==> src/rtl/hsw_pkg.sv <==
package hsw_pkg;

    typedef enum logic [2:0] {
        ST_OFF      = 3'd0,
        ST_SETTLE   = 3'd1,
        ST_DEBOUNCE = 3'd2,
        ST_ARMED    = 3'd3,
        ST_JOINED   = 3'd4
    } seq_state_t;

    // bit positions inside the synchronised input vector
    localparam int IX_PWR_A  = 0;
    localparam int IX_PWR_B  = 1;
    localparam int IX_TLO    = 2;
    localparam int IX_THI    = 4;
    localparam int IX_DSDA   = 6;
    localparam int IX_DSCL   = 7;
    localparam int IX_LSDA   = 8;
    localparam int IX_LSCL   = 9;
    localparam int IX_EN     = 10;
    localparam int SYNC_W    = 11;

endpackage

==> src/rtl/hsw_sync.sv <==
module hsw_sync #(
    parameter int W = 1
) (
    input  logic         clk,
    input  logic         rst_n,
    input  logic [W-1:0] d,
    output logic [W-1:0] q
);
    logic [W-1:0] stage1;

    always_ff @(posedge clk or negedge rst_n) begin
        if (!rst_n) begin
            stage1 <= '0;
            q      <= '0;
        end else begin
            stage1 <= d;
            q      <= stage1;
        end
    end
endmodule

==> src/rtl/hsw_tmr.sv <==
module hsw_tmr #(
    parameter int LIMIT = 4
) (
    input  logic clk,
    input  logic rst_n,
    input  logic run,
    output logic done
);
    localparam int CW = $clog2(LIMIT + 1);
    localparam logic [CW-1:0] LAST = CW'(LIMIT - 1);

    logic [CW-1:0] cnt;

    always_ff @(posedge clk or negedge rst_n) begin
        if (!rst_n) begin
            cnt <= '0;
        end else if (!run) begin
            cnt <= '0;
        end else if (cnt != LAST) begin
            cnt <= cnt + 1'b1;
        end
    end

    assign done = run && (cnt == LAST);

    // a stopped timer never reports completion on the next cycle
    p_tmr_clear_r4: assert property (@(posedge clk) disable iff (!rst_n)
        (!run && LIMIT > 1) |=> !done || $past(run) == 1'b0 && cnt == '0 && LIMIT <= 1 || !done);
endmodule

==> src/rtl/hsw_stopdet.sv <==
module hsw_stopdet (
    input  logic clk,
    input  logic rst_n,
    input  logic sda,
    input  logic scl,
    input  logic arm,
    output logic seen
);
    logic sda_d, scl_d;
    logic stop_ev, start_ev;

    assign stop_ev  = scl_d && scl && !sda_d && sda;
    assign start_ev = scl_d && scl && sda_d && !sda;

    always_ff @(posedge clk or negedge rst_n) begin
        if (!rst_n) begin
            sda_d <= 1'b0;
            scl_d <= 1'b0;
            seen  <= 1'b0;
        end else begin
            sda_d <= sda;
            scl_d <= scl;
            if (!arm)          seen <= 1'b0;
            else if (stop_ev)  seen <= 1'b1;
            else if (start_ev) seen <= 1'b0;
        end
    end

    // a fresh STOP record always follows data high with clock high
    p_stop_rec_r7: assert property (@(posedge clk) disable iff (!rst_n)
        $rose(seen) |-> ($past(sda) && $past(scl) && !$past(sda_d)));
endmodule

==> src/rtl/hsw_link_seq.sv <==
module hsw_link_seq
    import hsw_pkg::*;
#(
    parameter int CLK_HZ       = 10_000_000,
    parameter int SETTLE_CYC   = CLK_HZ / 1000,
    parameter int DEBOUNCE_CYC = CLK_HZ / 100,
    parameter int IDLE_CYC     = CLK_HZ / 10000
) (
    input  logic       clk,
    input  logic       rst_n,
    input  logic       pwr_a_ok,
    input  logic       pwr_b_ok,
    input  logic [1:0] term_lo,
    input  logic [1:0] term_hi,
    input  logic       dif_sda,
    input  logic       dif_scl,
    input  logic       loc_sda,
    input  logic       loc_scl,
    input  logic       en,
    output logic       link_on,
    output logic       linked,
    output logic       rdy,
    output logic [2:0] state_o
);
    logic [SYNC_W-1:0] raw, syn;
    seq_state_t state_q, state_d;
    logic en_fast;
    logic pwr_ok, term_ok, far_idle, near_idle, en_s;
    logic ready_st, settle_done, deb_done, idle_done, stop_seen, join_ok;
    logic link_q, rdy_q;

    assign raw = {en, loc_scl, loc_sda, dif_scl, dif_sda, term_hi, term_lo, pwr_b_ok, pwr_a_ok};

    hsw_sync #(.W(SYNC_W)) u_sync (
        .clk   (clk),
        .rst_n (rst_n),
        .d     (raw),
        .q     (syn)
    );

    // single-stage sample of enable used only to open the link quickly
    always_ff @(posedge clk or negedge rst_n) begin
        if (!rst_n) en_fast <= 1'b0;
        else        en_fast <= en;
    end

    assign pwr_ok    = syn[IX_PWR_A] && syn[IX_PWR_B];
    assign term_ok   = &syn[IX_THI+1:IX_TLO];
    assign far_idle  = syn[IX_DSDA] && syn[IX_DSCL];
    assign near_idle = syn[IX_LSDA] && syn[IX_LSCL];
    assign en_s      = syn[IX_EN];
    assign ready_st  = (state_q == ST_ARMED) || (state_q == ST_JOINED);

    hsw_tmr #(.LIMIT(SETTLE_CYC)) u_settle (
        .clk   (clk),
        .rst_n (rst_n),
        .run   (state_q == ST_SETTLE),
        .done  (settle_done)
    );

    hsw_tmr #(.LIMIT(DEBOUNCE_CYC)) u_debounce (
        .clk   (clk),
        .rst_n (rst_n),
        .run   ((state_q == ST_DEBOUNCE) && term_ok),
        .done  (deb_done)
    );

    hsw_tmr #(.LIMIT(IDLE_CYC)) u_idle (
        .clk   (clk),
        .rst_n (rst_n),
        .run   (ready_st && far_idle),
        .done  (idle_done)
    );

    hsw_stopdet u_stop (
        .clk   (clk),
        .rst_n (rst_n),
        .sda   (syn[IX_DSDA]),
        .scl   (syn[IX_DSCL]),
        .arm   (state_q == ST_ARMED),
        .seen  (stop_seen)
    );

    assign join_ok = en_s && (idle_done || (stop_seen && near_idle));

    // next-state logic
    always_comb begin
        state_d = state_q;
        if (!pwr_ok) begin
            state_d = ST_OFF;
        end else begin
            unique case (state_q)
                ST_OFF:      state_d = ST_SETTLE;
                ST_SETTLE:   if (settle_done) state_d = ST_DEBOUNCE;
                ST_DEBOUNCE: if (deb_done) state_d = ST_ARMED;
                ST_ARMED: begin
                    if (!term_ok)     state_d = ST_SETTLE;
                    else if (join_ok) state_d = ST_JOINED;
                end
                ST_JOINED: begin
                    if (!term_ok)   state_d = ST_SETTLE;
                    else if (!en_s) state_d = ST_ARMED;
                end
                default:     state_d = ST_OFF;
            endcase
        end
    end

    // state register
    always_ff @(posedge clk or negedge rst_n) begin
        if (!rst_n) state_q <= ST_OFF;
        else        state_q <= state_d;
    end

    // registered outputs
    always_ff @(posedge clk or negedge rst_n) begin
        if (!rst_n) begin
            link_q <= 1'b0;
            rdy_q  <= 1'b0;
        end else begin
            link_q <= (state_d == ST_JOINED) && en_fast;
            rdy_q  <= (state_d == ST_ARMED) || (state_d == ST_JOINED);
        end
    end

    assign link_on = link_q;
    assign linked  = link_q;
    assign rdy     = rdy_q;
    assign state_o = state_q;

    // a missing supply forces the off state with the link open
    p_supply_off_r1: assert property (@(posedge clk) disable iff (!rst_n)
        !pwr_ok |=> (state_q == ST_OFF) && !link_q && !rdy_q);

    // the link is only closed while joined and ready
    p_link_state_r9: assert property (@(posedge clk) disable iff (!rst_n)
        link_q |-> (state_q == ST_JOINED) && rdy_q);

    // enable low opens the link on the next edge
    p_en_drop_r6: assert property (@(posedge clk) disable iff (!rst_n)
        !en_fast |=> !link_q);

    // termination loss while ready restarts at the settle stage
    p_term_loss_r8: assert property (@(posedge clk) disable iff (!rst_n)
        (ready_st && pwr_ok && !term_ok) |=> (state_q == ST_SETTLE) && !link_q);

    // a join is caused by an idle window or a qualified STOP with enable high
    p_join_cause_r5: assert property (@(posedge clk) disable iff (!rst_n)
        $rose(link_q) |-> $past(en_s) && ($past(idle_done) || ($past(stop_seen) && $past(near_idle))));

    // debounce is only entered from the settle stage
    p_settle_order_r2: assert property (@(posedge clk) disable iff (!rst_n)
        (state_q == ST_DEBOUNCE && $past(state_q) != ST_DEBOUNCE) |-> $past(state_q) == ST_SETTLE);
endmodule

==> config.mk <==
export PLATFORM = sky130hd
export DESIGN_NAME = hsw_link_seq
export DESIGN_NICKNAME = d
export VERILOG_FILES = /design/src/rtl/hsw_pkg.sv /design/src/rtl/hsw_sync.sv /design/src/rtl/hsw_tmr.sv /design/src/rtl/hsw_stopdet.sv /design/src/rtl/hsw_link_seq.sv
export SDC_FILE = /design/constraint.sdc
export NUM_CORES = 1
export LEC_CHECK = 0
export BUFFER_PORTS_ARGS = -buffer_cell sky130_fd_sc_hd__buf_2
export CAP_MARGIN = 15
export CORE_MARGIN = 2
export CORE_UTILIZATION = 40
export DETAILED_ROUTE_END_ITERATION = 10
export GPL_TIMING_DRIVEN = 0
export PLACE_DENSITY_LB_ADDON = 0.3
export SKIP_CTS_REPAIR_TIMING = 1
export SYNTH_ARGS = -nofsm -noshare
export SYNTH_HDL_FRONTEND = slang
export SYNTH_SLANG_ARGS = --single-unit
export TNS_END_PERCENT = 5
==> constraint.sdc <==
create_clock -name clk -period 3.95 [get_ports clk]
set_clock_uncertainty 0.1 [all_clocks]
set_input_delay 0.1975 -clock clk [delete_from_list [all_inputs] [get_ports clk]]
set_output_delay 0.1975 -clock clk [all_outputs]
set_load 0.05 [all_outputs]
Word level (Yosys, flattened, before mapping)
Index checks and enable logic that the tools add are counted.
Widths: inputs -> output; s select.
Word-level totals
  register bits after elaboration: 72
  bits of input ports: 13
  output and inout bits: 6
  logic and storage cells: 71
Cells by class
  add/sub/neg operators: 3
  eq/ne operators: 16
  multiplexer cells: 17
  reduce and logical (&&, ||, !) cells: 23
Operators with widths (count)
  $mux 17: 2
  $mux 14: 2
  $mux 3: 7
  $mux 10: 2
  $add 17x1->17 const B: 1
  $eq 17x17->1 const B: 1
  $ne 17x17->1 const B: 1
  $logic_and 1x1->1: 16
  $pmux 3 s5: 1
  $add 14x1->14 const B: 1
  $eq 14x14->1 const B: 1
  $ne 14x14->1 const B: 1
  $add 10x1->10 const B: 1
  $eq 10x10->1 const B: 1
  $ne 10x10->1 const B: 1
  $eq 3x2->1 const B: 3
  $eq 3x3->1 const B: 2
  $ne 2x2->1 const B: 3
  $reduce_and 4->1: 1
  $eq 3x1->1 const B: 1
  $logic_not 3->1: 1
  $logic_or 1x1->1: 3
  $mux 1: 3
  $ne 3x3->1 const B: 1
  $logic_not 1->1: 2

Longest topological paths before layout
  depth after elaboration: 12
  depth in mapped cells: 7
  gate-level depth less buffers: 6

By module
A second synthesis with hierarchy kept.
Second synthesis, totals
  cell total of the unflattened synthesis: 294
  area total of the unflattened synthesis: 3250.6 um^2
By module, submodules not included
  hsw_tmr at u_debounce: instances 1, cells each 92, area an instance 884.6 um^2
  hsw_tmr at u_settle: instances 1, cells each 78, area an instance 794.5 um^2
  hsw_sync: instances 1, cells each 22, area an instance 550.5 um^2
  hsw_tmr at u_idle: instances 1, cells each 55, area an instance 531.8 um^2
  hsw_link_seq: instances 1, cells each 38, area an instance 382.9 um^2
  hsw_stopdet: instances 1, cells each 9, area an instance 106.4 um^2

Worst setup path after synthesis
Ideal clock, no wire load.
  path kind: register to register
  start: register u_debounce.cnt[12]
  end: register u_debounce.cnt[13]
  library setup time: 0.132 ns
  arrival time: 1.687 ns
  required time: 3.718 ns
  setup slack: 2.031 ns
  stages on the path, launching flop included: 7
  clock period less this slack: 1.919 ns
  path through: dfrtp_1 -> or4b_4 -> nor4_4 -> buf_6 -> nor4_1 -> xnor2_1 -> nor2_1
Between the ends
  cells in the longest elaborated chain, start to end: 3
Ends and longest elaborated chain
  start: declaration: RTL line hsw_tmr.sv:12  | logic [CW-1:0] cnt;
  start signal: assignment: RTL line hsw_tmr.sv:20  | cnt <= cnt + 1'b1;
  $add 17x1->17: RTL line hsw_tmr.sv:20
  $mux 17: RTL line hsw_tmr.sv:19  | end else if (cnt != LAST) begin
  $mux 17: RTL line hsw_tmr.sv:17  | end else if (!run) begin
Several ways; a longest one is shown, not always the timed one. The select of a mux whose other input is x is not followed.
A chain may end at the register's enable or synchronous reset.

Worst setup path after layout
  start: register u_idle.cnt[0]
  end: register rdy_q, in the netlist rdy
Between the ends
  cells in the longest elaborated chain, start to end: 10
Ends and longest elaborated chain
  start: declaration: RTL line hsw_tmr.sv:12
  start signal: assignment: RTL line hsw_tmr.sv:20
  $eq 10x10->1 *: RTL line hsw_tmr.sv:24  | assign done = run && (cnt == LAST);
  $logic_and 1x1->1 *: RTL line hsw_tmr.sv:24
  $logic_or 1x1->1 *: RTL line hsw_link_seq.sv:84  | assign join_ok = en_s && (idle_done || (stop_seen && near_idle));
  $logic_and 1x1->1 *: RTL line hsw_link_seq.sv:84
  $mux 3 *: RTL line hsw_link_seq.sv:98  | else if (join_ok) state_d = ST_JOINED;
  $mux 3 *: RTL line hsw_link_seq.sv:97  | if (!term_ok) state_d = ST_SETTLE;
  $pmux 3 s5 *: RTL line hsw_link_seq.sv:92  | unique case (state_q)
  $mux 3 *: RTL line hsw_link_seq.sv:89  | if (!pwr_ok) begin
  via state_d[1]: RTL line hsw_link_seq.sv:26  | seq_state_t state_q, state_d;
  $eq 3x2->1 / $eq 3x3->1 (equally long branches): RTL line hsw_link_seq.sv:122  | rdy_q <= (state_d == ST_ARMED) || (state_d == ST_JOINED);
  $logic_or 1x1->1 *: RTL line hsw_link_seq.sv:122
  end signal: assignment: RTL line hsw_link_seq.sv:122
  end: declaration: RTL line hsw_link_seq.sv:30  | logic link_q, rdy_q;
The timed path passes the listed nets; every way through them passes the cells marked *.

==> impl_metrics.yaml <==
run_status:
  status: "finished, final reports clean"
critical_path:
  crit_type: "flop to flop"
  crit_slowest_cell: "o311ai_0"
  path_cells: "ha_1, nand2_1, or3_1, clkbuf_1, o311ai_0, a21boi_1, o2bb2ai_1"
  r2r-end: "rdy"
  critPathMaxStageDelay_ns: 0.47
  crit_family: "compound AO/OA/AOI/OAI gates"
  cp-start-kind: "flop"
  cp.required_ns: 4.06
  crit_path_end_kind: "flop"
  r2r_cells: 7
  r2r-start: "u_idle.cnt[0]"
  worstPathArrival_ns: 2.40
  r2r_setup_slack_ns: 1.67
  critical_path_buf_inv_count: 1
  worstPathMaxFanout: 6
sta:
  worstMarginPinSlew_ns: 0.8504
  fmax_mhz: 438.1
  slew_violations: 0
  finalSetupTns_ns: 0
  setup_viol: 0
  finalCritPeriodShare_pct: 57.79
  slew_headroom_pct: 43.31
  fin_crit_ns: 2.283
  rsz0062_at_grt: "false"
  finalHoldViolations: 0
route:
  routed_wl_mm: 5.237
  wl_per_cell_um: 12.21
  ant_nets: 0
  drtIter0Drc: 83
  viasPerCell: 4.991
  vias: 2141
  drtPass1Iterations: 6
  drc_errors: 0
synth:
  synth_edf_count: 0
  synth-simple-area-share_pct: 23.74
  synth_area_um2: 3078
  ys_seq_area_share_pct: 57.72
  ys_warn_count: 0
  synth_commonest_cells: "71 x dfrtp_1, 43 x nor2_1, 22 x nand2_1, 19 x xnor2_1, 17 x nand3_1"
  synth-xor-area-share_pct: 9.106
  synth_compound_area_share_pct: 5.366
  synth-async-reset-ratio_pct: 100.0
  yosys_register_bits: 71
  synthFlopType: "dfrtp_1"
  synth_top_family_by_area: "simple AND/OR/NAND/NOR gates"
  syn_avg_cell_area_um2: 10.84
  synthAdderAreaFrac_pct: 1.220
  synth_nets: 300
  synth.distinct_cells: 43
  synthTopCellsByArea: "dfrtp_1 58%, xnor2_1 5.4%, nor2_1 5.2%"
  yosysMostFrequentCell: "dfrtp_1"
  syn-instance-count: 284
  synth_top_area_share_pct: 57.72
  synthMuxAreaShare_pct: 0.9756
  yosysTopAreaCell: "dfrtp_1"
placed_design:
  dpl.hpwl_mm: 3.406
  place.gp.congestion: 0.8074
  postPlaceCellArea_um2: 3294
  port_buffers: 18
  place_inst: 401
final_layout:
  drive_gt1_share_pct: 12.42
  finalNonFillerCells: 429
  fillCellCount: 684
  fin_nets: 341
  final_util_pct: 49.41
  antenna_cells: 0
  syn2layout_area_growth_pct: 18.29
  fin_area_um2: 3641
floorplan:
  die_y_um: 91.72
  num_rows: 31
  ios: 19
  fp.dieW_um: 91.72
  core-area_um2: 7370
  initial_core_util_pct: 41.77
  die_area_um2: 8413
flow_run:
  timing.max_cap.violations: 0
clock_network:
  cts_made_buffers: 9
  clkSinkCount: 71
  cts-root-buf: "clkbuf_8"
  htreeDepth: 3
  clk_latency_ns: 0.34
  tritoncts: "yes"
  cts_buffer_depth: 2
  clk_pin_slew_ns: 0.08
grt:
  grt_usage_pct: 14.21
  grt_max_degree: 72
  met1_usage_pct: 19.54
  antenna_found_initial: 0
  grt_first_pass_wirelength_mm: 9.618
  grt_pass1_vias: 2131
  grt_use_met3_pct: 4.437
  overflow: 0
  gr-max-usage-layer: "met2"
  grt_util_met2_pct: 21.20
worst_hold_path:
  worstHoldStart: "u_sync.stage1[4]"
  hold-path-cell-count: 0
  worstHoldEndpoint: "u_sync.q[4]"
  hp-class: "flop to flop"
pwr:
  leakage_uw: 0.001513
  power_density_nw_per_um2: 395.4
  ir_worst_vdd_uv: 258.4
[area by class of cell]
class / instances / area, um^2 / share of cell area, %
Buffer: 10 / 50.05 / 1.375
Clock buffer: 9 / 123.9 / 3.402
Clock inverter: 7 / 102.6 / 2.818
Inverter: 2 / 7.507 / 0.2062
Multi-Input combinational cell: 201 / 1244 / 34.16
Sequential cell: 71 / 1777 / 48.80
Tap cell: 99 / 123.9 / 3.402
Timing Repair Buffer: 30 / 212.7 / 5.842
[power breakdown]
part	total, uW	switching [uW]	internal [uW]
sequential	747	6.86	740
clock	651	288	363
combinational	41.7	24.6	17.2
total	1440	319	1120
[worst reg2reg max path, stage by stage, from the launching register on]
cell and delay [ns]:
dfrtp_1 0.39, ha_1 0.20, nand2_1 0.09, or3_1 0.38
clkbuf_1 0.19, o311ai_0 0.47, a21boi_1 0.17, o2bb2ai_1 0.18
[layout by cell type, fill, tap and decap left out, types with 2 or more instances in the layout]
| cell type | count |
|---|---|
| nor4_1 | 4 |
| nand4_1 | 7 |
| and3_1 | 7 |
| mux2i_1 | 3 |
| xnor2_1 | 19 |
| nand2_1 | 22 |
| nor4b_1 | 4 |
| o21ai_0 | 7 |
| clkbuf_1 | 7 |
| dlygate4sd3_1 | 12 |
| a21oi_1 | 9 |
| and4_1 | 3 |
| o211ai_1 | 2 |
| ha_1 | 3 |
| xor2_1 | 13 |
| nor3_1 | 5 |
| clkbuf_8 | 9 |
| buf_4 | 2 |
| inv_1 | 2 |
| nand3_1 | 17 |
| dfrtp_1 | 71 |
| nand4bb_1 | 2 |
| and2_1 | 3 |
| buf_2 | 18 |
| inv_6 | 3 |
| or3_1 | 4 |
| bufinv_16 | 2 |
| nor3b_1 | 7 |
| nor2_1 | 43 |
[logic make-up (layout without fill, tap and decap cells)]
logic type	count (synthesis)	count (layout)
DFF	71	71
AOI/OAI and AO/OA	27	27
and+or+nand+nor	136	136
buffers and inverters	12	58
xor gates and xnor gates	32	32
muxes	3	3
adders and majority gates	3	3
[how the worst max path moves through the flow]
stage	cells after the start	to	start	slack, ns
after floorplan	6	u_debounce.cnt[13]	u_debounce.cnt[12]	2.03
after global placement	5	rdy	u_settle.cnt[7]	1.79
after detailed placement	5	rdy	u_settle.cnt[7]	1.71
after CTS	5	rdy	u_settle.cnt[7]	1.74
after global routing	5	rdy	u_settle.cnt[7]	1.49
final	7	rdy	u_idle.cnt[0]	1.67
[metal layers]
metal / share of wire [%] / wire (um)
met5: 0 / 0
met4: 1.3 / 68
met1: 50 / 2602
met3: 3.8 / 198
met2: 45 / 2368
[sequential cells by signal, summed over array words and instances (netlist names)]
register        flops
u_sync.q           11
u_settle.cnt       14
u_stop.sda_d        1
state_o             3
u_sync.stage1      10
u_stop.scl_d        1
link_on             1
en_fast             1
u_debounce.cnt     17
u_stop.seen         1
rdy                 1
u_idle.cnt         10
[metrics by stage]
| step | hold slack, ns | setup WS [ns] | power, uW |
|---|---|---|---|
| after global placement | 0.2050 | 1.795 | 794.0 |
| after detailed placement | 0.2068 | 1.712 | 795.8 |
| after floorplan | -0.1981 | 2.031 | 771.0 |
| final | 0.2506 | 1.667 | 1440 |
| after global routing | 0.2552 | 1.493 | 1501 |
| after CTS | -0.1610 | 1.740 | 1449 |
Note: power is estimated with default switching activity, not from simulation.
